**config.mk**
```make
export PLATFORM = sky130hd
export DESIGN_NAME = shaddOutStage
export DESIGN_NICKNAME = d
export VERILOG_FILES = /design/src/rtl/shadd_pkg.sv /design/src/rtl/shaddCtrl.sv /design/src/rtl/shaddDatapath.sv /design/src/rtl/shaddOutStage.sv
export SDC_FILE = /design/constraint.sdc
export NUM_CORES = 1
export LEC_CHECK = 0
export BUFFER_PORTS_ARGS = -buffer_cell sky130_fd_sc_hd__buf_2
export CAP_MARGIN = 20
export CORE_ASPECT_RATIO = 0.6
export CORE_MARGIN = 5
export CORE_UTILIZATION = 46
export CTS_CLUSTER_SIZE = 14
export DETAILED_ROUTE_END_ITERATION = 10
export PLACE_DENSITY = 0.82
export SYNTH_ARGS = -nofsm -noshare
export SYNTH_HDL_FRONTEND = slang
export SYNTH_HIERARCHICAL = 1
export SYNTH_SLANG_ARGS = --single-unit
```
**constraint.sdc**
```tcl
create_clock -name clk -period 5.07 [get_ports clk]
set_input_delay 1.014 -clock clk [delete_from_list [all_inputs] [get_ports clk]]
set_output_delay 1.014 -clock clk [all_outputs]
set_load 0.005 [all_outputs]
```
**src/rtl/shadd_pkg.sv**
```systemverilog
package shadd_pkg;
  // Strobes from control to datapath
  typedef struct packed {
    logic clr;       // clear accumulator
    logic load;      // load selected cell
    logic add;       // add selected cell to shifted old sum
    logic showLow;   // drive low field
    logic showHigh;  // drive high field
  } shaddStrobeT;
endpackage

```
**src/rtl/shaddCtrl.sv**
```systemverilog
module shaddCtrl
  import shadd_pkg::*;
(
  input  logic        clk,
  input  logic        rst,
  input  logic        shiftAdd,
  input  logic        enLow,
  input  logic        enHigh,
  output shaddStrobeT strobes
);
  always_comb begin
    strobes.clr      = rst;
    strobes.load     = !rst && !shiftAdd;
    strobes.add      = !rst && shiftAdd;
    strobes.showLow  = enLow;
    strobes.showHigh = enHigh;
  end

  // exactly one update operation outside reset
  AST_ONE_OP: assert property (@(posedge clk) disable iff (rst)
    $countones({strobes.load, strobes.add}) == 1);
endmodule

```
**src/rtl/shaddDatapath.sv**
```systemverilog
module shaddDatapath
  import shadd_pkg::*;
#(
  parameter int CELLS = 8,
  parameter int ACC_W = 26,
  parameter int SHIFT = 8,
  parameter int LOW_W = 16,
  localparam int SEL_W = $clog2(CELLS)
)(
  input  logic                   clk,
  input  logic                   rst,
  input  shaddStrobeT            strobes,
  input  logic [CELLS*ACC_W-1:0] cellAccFlat,
  input  logic [SEL_W-1:0]       cellSel,
  output logic [ACC_W-1:0]       sumOut
);
  logic [ACC_W-1:0] cellArr [CELLS];
  logic [ACC_W-1:0] selVal;
  logic [ACC_W-1:0] shiftedAcc;
  logic [ACC_W-1:0] accQ;

  for (genvar g = 0; g < CELLS; g++) begin : g_cell
    assign cellArr[g] = cellAccFlat[g*ACC_W +: ACC_W];
  end

  assign selVal     = cellArr[cellSel];
  assign shiftedAcc = $signed(accQ) >>> SHIFT;

  always_ff @(posedge clk) begin
    if (strobes.clr)       accQ <= '0;
    else if (strobes.add)  accQ <= selVal + shiftedAcc;
    else if (strobes.load) accQ <= selVal;
  end

  // field gating
  assign sumOut[LOW_W-1:0]     = strobes.showLow  ? accQ[LOW_W-1:0]     : '0;
  assign sumOut[ACC_W-1:LOW_W] = strobes.showHigh ? accQ[ACC_W-1:LOW_W] : '0;

  AST_RESET_CLEAR: assert property (@(posedge clk)
    rst |=> accQ == '0);
  AST_LOAD_SEL: assert property (@(posedge clk) disable iff (rst)
    strobes.load |=> accQ == $past(selVal));
  AST_SHIFT_ADD: assert property (@(posedge clk) disable iff (rst)
    (strobes.add && !$past(rst)) |=> accQ == $past(selVal) +
      {{SHIFT{$past(accQ[ACC_W-1])}}, $past(accQ[ACC_W-1:SHIFT])});
  AST_LOW_GATE: assert property (@(posedge clk) disable iff (rst)
    !strobes.showLow |-> sumOut[LOW_W-1:0] == '0);
  AST_HIGH_GATE: assert property (@(posedge clk) disable iff (rst)
    !strobes.showHigh |-> sumOut[ACC_W-1:LOW_W] == '0);
endmodule

```
**src/rtl/shaddOutStage.sv**
```systemverilog
module shaddOutStage
  import shadd_pkg::*;
#(
  parameter int CELLS = 8,
  parameter int ACC_W = 26,
  parameter int SHIFT = 8,
  parameter int LOW_W = 16,
  localparam int SEL_W = $clog2(CELLS)
)(
  input  logic                   clk,
  input  logic                   rst,
  input  logic [CELLS*ACC_W-1:0] cellAccFlat,
  input  logic [SEL_W-1:0]       cellSel,
  input  logic                   shiftAdd,
  input  logic                   enLow,
  input  logic                   enHigh,
  output logic [ACC_W-1:0]       sumOut
);
  shaddStrobeT strobes;

  shaddCtrl u_ctrl (
    .clk      (clk),
    .rst      (rst),
    .shiftAdd (shiftAdd),
    .enLow    (enLow),
    .enHigh   (enHigh),
    .strobes  (strobes)
  );

  shaddDatapath #(
    .CELLS (CELLS),
    .ACC_W (ACC_W),
    .SHIFT (SHIFT),
    .LOW_W (LOW_W)
  ) u_dp (
    .clk         (clk),
    .rst         (rst),
    .strobes     (strobes),
    .cellAccFlat (cellAccFlat),
    .cellSel     (cellSel),
    .sumOut      (sumOut)
  );
endmodule

```
---- After elaboration in Yosys (flattened, before gate mapping) ----
Cells that the tools add are included.
word-level totals
  word-level logic and storage cells ...... 16
  bits in registers ....................... 26
  input port bits ......................... 216
  output and inout bits ................... 26
operators by class
  mux-type cells .......................... 7
  $lt $le $gt $ge ......................... 1
  bitwise operators ....................... 1
  reduce and logical (&&, ||, !) cells .... 5
  add/subtract/negate cells ............... 1
operator list
  kind                  count
  $mux W26              4
  $bmux W26 S3          1
  $add A26 B26 Y26      1
  $mux W16              1
  $mux W10              1
  $ge A4 B4 Y1 const B  1
  $not A3 Y4            1
  $logic_and A1 B1 Y1   2
  $logic_not A1 Y1      2
  $reduce_bool A2 Y1    1

---- Logic depth before layout (Yosys ltp) ----
  word-level depth ........................ 6
  depth in mapped cells ................... 15

---- Hierarchy ----
Netlist, hierarchy kept.
modules (own cells, without submodules)
  module         instances  area an instance (sq um)  cells an instance
  shaddDatapath  1          4,116.4                   445
  shaddCtrl      1          35.0                      5

---- Worst setup path after synthesis ----
OpenSTA, ideal clock, no wires.
  path kind ............................... input to register
  from .................................... in cellSel[0]
  to ...................................... reg u_dp.accQ[20]
  setup time .............................. 128 ps
  path slack .............................. 502 ps
  required time ........................... 4,942 ps
  path buffers ............................ 2
  stages on the path ...................... 14
  data arrival time ....................... 4,440 ps
  path through ............................ buf_2 -> buf_2 -> mux4_2 -> mux2_2 -> ha_1 -> fa_1 -> a21o_1 -> a221oi_2 -> a21oi_1 -> a211o_1 -> a31oi_2 -> o31ai_1 -> xnor2_1 -> o32ai_1
between the ends
  word-level cells in the longest chain between the ends .. 6
RTL lines
  what                                                 line                                      RTL
  start, declared                                      shaddOutStage.sv:13                       input logic [SEL_W-1:0] cellSel,
  $not A3 Y4 (not written as such) *                   shaddDatapath.sv:26                       assign selVal = cellArr[cellSel];
  $bmux W26 S3 *                                       shaddDatapath.sv:26
  $mux W26 (not written as such) * (2 in a row)        shaddDatapath.sv:26
  $add A26 B26 Y26 / $mux W26 (equally long branches)  shaddDatapath.sv:31, shaddDatapath.sv:32
  $mux W26 *                                           shaddDatapath.sv:31                       else if (strobes.add) accQ <= selVal + shiftedAcc;
  end signal, assigned                                 shaddDatapath.sv:31
  end signal, assigned                                 shaddDatapath.sv:32                       else if (strobes.load) accQ <= selVal;
  end, declared                                        shaddDatapath.sv:20                       logic [ACC_W-1:0] accQ;
Mark *: on every way between the ends. The rest lies on a longest branch, timed or not. The select of a mux whose other input is x is not followed.
A chain may end at the register's enable or synchronous reset.

---- Final worst setup path ----
Ends and elaborated chain as after synthesis.

==> impl_results.md <==
* Dpl hpwl at 14100 microns
* Avg Inst Size Synth at about 9.2 sq um
* Cell with the most instances after synthesis: nor2_1
* Row cnt at 26
* CP Class: input pin to register
* Biggest register: u_dp/accQ
* Port bufs at about 240
* DR vias at 4745
* Final-stage net count at 911
* RR Endpoint: u_dp/accQ[20]
* Status: complete, no violations
* Seq/Total Area, Yosys at 12.5%
* Initial DRT Pass Iterations at 5
* Startpoint Class: input pin
* R2R depth at 10
* Hold Crit Class: register to register
* Die width at 133 microns
* Dominant cells by area after synthesis: mux4_2 28%, dfxtp_1 13%, ha_1 7.5%, mux2_2 7.1%, nor2_1 5.2%
* CP endpoint kind: register
* Post-synth EDFFs at 0
* Post-CTS Setup Bufs at 0
* Final setup violation count at 0
* Post-Syn Nets at ~700
* CTS sink cnt at 26
* Yosys warnings at 6
* Die area at between 10000 and 15000 sq um
* Die Y-Extent at 83.6 microns
* Crit path max fanout at 17
* RSZ-0062 raised after global routing: false
* Cts bufs inserted at 3
* Leak at 2.57 nW
* Power Dens Cells at 215 nW/um^2
* Ratio of cells with drive above 1 in the final layout at 50.7%
* Yosys top cell by area: mux4_2
* Max-cap viol count at 0
* Root Buffer: clkbuf_16
* Regs by FF count: u_dp/accQ: 26 flops
* Tcrit/Tclk final at around nine tenths
* Normalized max-slew margin at 42.1%
* WL final at 16600 microns
* Top Ports at approximately 240
* Number of synthesized register bits at 26
* Overflow after GRT at 0
* Critical Path RT at 5.21 ns
* CTS Hold Bufs at 0
* Worst-path clk slew at around 0.07 ns
* Post-synth ARST share at 0%
* Top-area cell type share of the netlist area at 28.2%
* CTS resizes at 0
* Setup TNS Final at 0 ns
* Pins over their slew limit at 0
* Diode count at 0
* Post-synthesis cell type count at 55
* Vias/cell at 6.09
* Initial antenna violation count at 1
* DRC viols at 0
* Initial DRC count at 511
* Top FF cell, synth: dfxtp_1
* Max Clock Freq at about 220 MHz
* Hold WS at 0.571 ns
* Initial core utilization at between 40% and 50%
* Tmin final at approximately 4.6 ns
* Hold Vio Cnt, Final at 0
* First-pass GRT wire length at 25700 microns
* Synth cell count leaders: 57 x nor2_1, 52 x mux4_2, 38 x a21oi_1
* Max VDD drop at about 120 uV
* Clk buf depth at 2
* H-tree levels at 1
* Latest clock arrival within the worst-skew pair at around 0.26 ns
* All-Layer GR Usage at 28.6%
* CP arrival at 4.71 ns
* CTS tree: yes
* Tightest Pin Transition at 0.868 ns
* Mapped Cells at 450
* Core area at 8650 sq um
* Worst reg2reg path startpoint: u_dp/accQ[8]
* Skew final at 0.00447 ns
* Hold Path End: u_dp/accQ[15]
* Syn Std Cell Area at 4150 sq um
* Area Overhead vs Synth at 32.1%
* RePlAce Congestion at 0.979
* Largest net degree at the start of global routing at 29
* Hold Path Depth at 2
* Vias in the first global route at 4755
* Hold_sp: u_dp/accQ[15]
* Reg2Reg Setup Slack at 2.03 ns
* Max reg flops at 26
* Routed Antenna Nets at 0
* WL per Instance at 21.3 microns
## power breakdown
| group | total, mW | internal [mW] | switching (mW) |
|---|---|---|---|
| Clock | 0.181 | 0.105 | 0.0759 |
| Sequential | 0.263 | 0.233 | 0.0304 |
| Combinational | 0.735 | 0.358 | 0.377 |
| Total | 1.18 | 0.695 | 0.483 |
## metal layers
layer / share of wire [%] / GRT usage [%] / vias to the layer above
met5: 0.078 / 0 / -
met2: 46 / 47.2 / 297
li1: - / - / 2160
met3: 11 / 5.96 / 22
met1: 41 / 39.3 / 2264
met4: 1.6 / 5.19 / 2
## how the worst max path moves through the flow
stage,cells after the start,to,startpoint,slack [ns]
finish,13,u_dp/accQ[20],cellSel[0],0.50
global route,13,u_dp/accQ[25],cellSel[0],0.29
CTS,13,u_dp/accQ[20],cellSel[0],0.54
detailed placement,13,u_dp/accQ[20],cellSel[0],0.29
global placement,13,u_dp/accQ[20],cellSel[0],0.41
floorplan,14,u_dp/accQ[20],cellSel[0],0.50
## cell usage in the layout, fill, tap and decap left out, drive strengths merged, types with 6 or more instances in the layout
cell,instances
buf,249
nor2,57
mux4,52
a21oi,38
and2,29
nand2,27
mux2,26
dfxtp,26
ha,25
or3,18
o21ai,13
xnor2,12
a21o,9
nand3,7
o32ai,7
xor2,6
## kinds of logic (layout without fill, tap and decap cells)
family	after synthesis	after routing	synth area share (%)
compound gates	96	96	15.9
xor+xnor	18	18	3.80
fa+ha+maj	26	26	8.02
buf+inv	40	257	4.10
flops	26	26	12.5
mux	82	82	36.2
simple gates	162	162	19.5
## area by class of cell
class | count | area [sq um]
multi-input cells | 384 | 3460
fillers | 756 | 3170
repair buffers | 249 | 1270
flip-flops and latches | 26 | 520
well taps | 112 | 140
clock buffers | 3 | 75.1
inverters | 5 | 18.8
## critical path, stage by stage
cell and delay, ns:
buf_4 0.27, mux4_2 0.56, mux2_2 0.31, ha_1 0.22, fa_1 0.42, a21o_1 0.23
a221oi_2 0.32, a21oi_1 0.20, a211o_1 0.37, a31oi_2 0.37, o31ai_1 0.16, xnor2_1 0.18
o32ai_1 0.11
## per-stage QoR
step	instances	area (sq um)	setup WS, ns	util (%)	total power, mW
final	779	5480	0.497	63.4	1.18
after global routing	779	5480	0.293	63.4	1.26
after CTS	779	5480	0.543	63.4	1.17
after detailed placement	776	5410	0.293	62.5	0.982
after global placement	776	5410	0.414	62.5	0.975
after floorplan	450	4150	0.502	-	0.759
No activity file was read; power rests on OpenSTA's default activity.
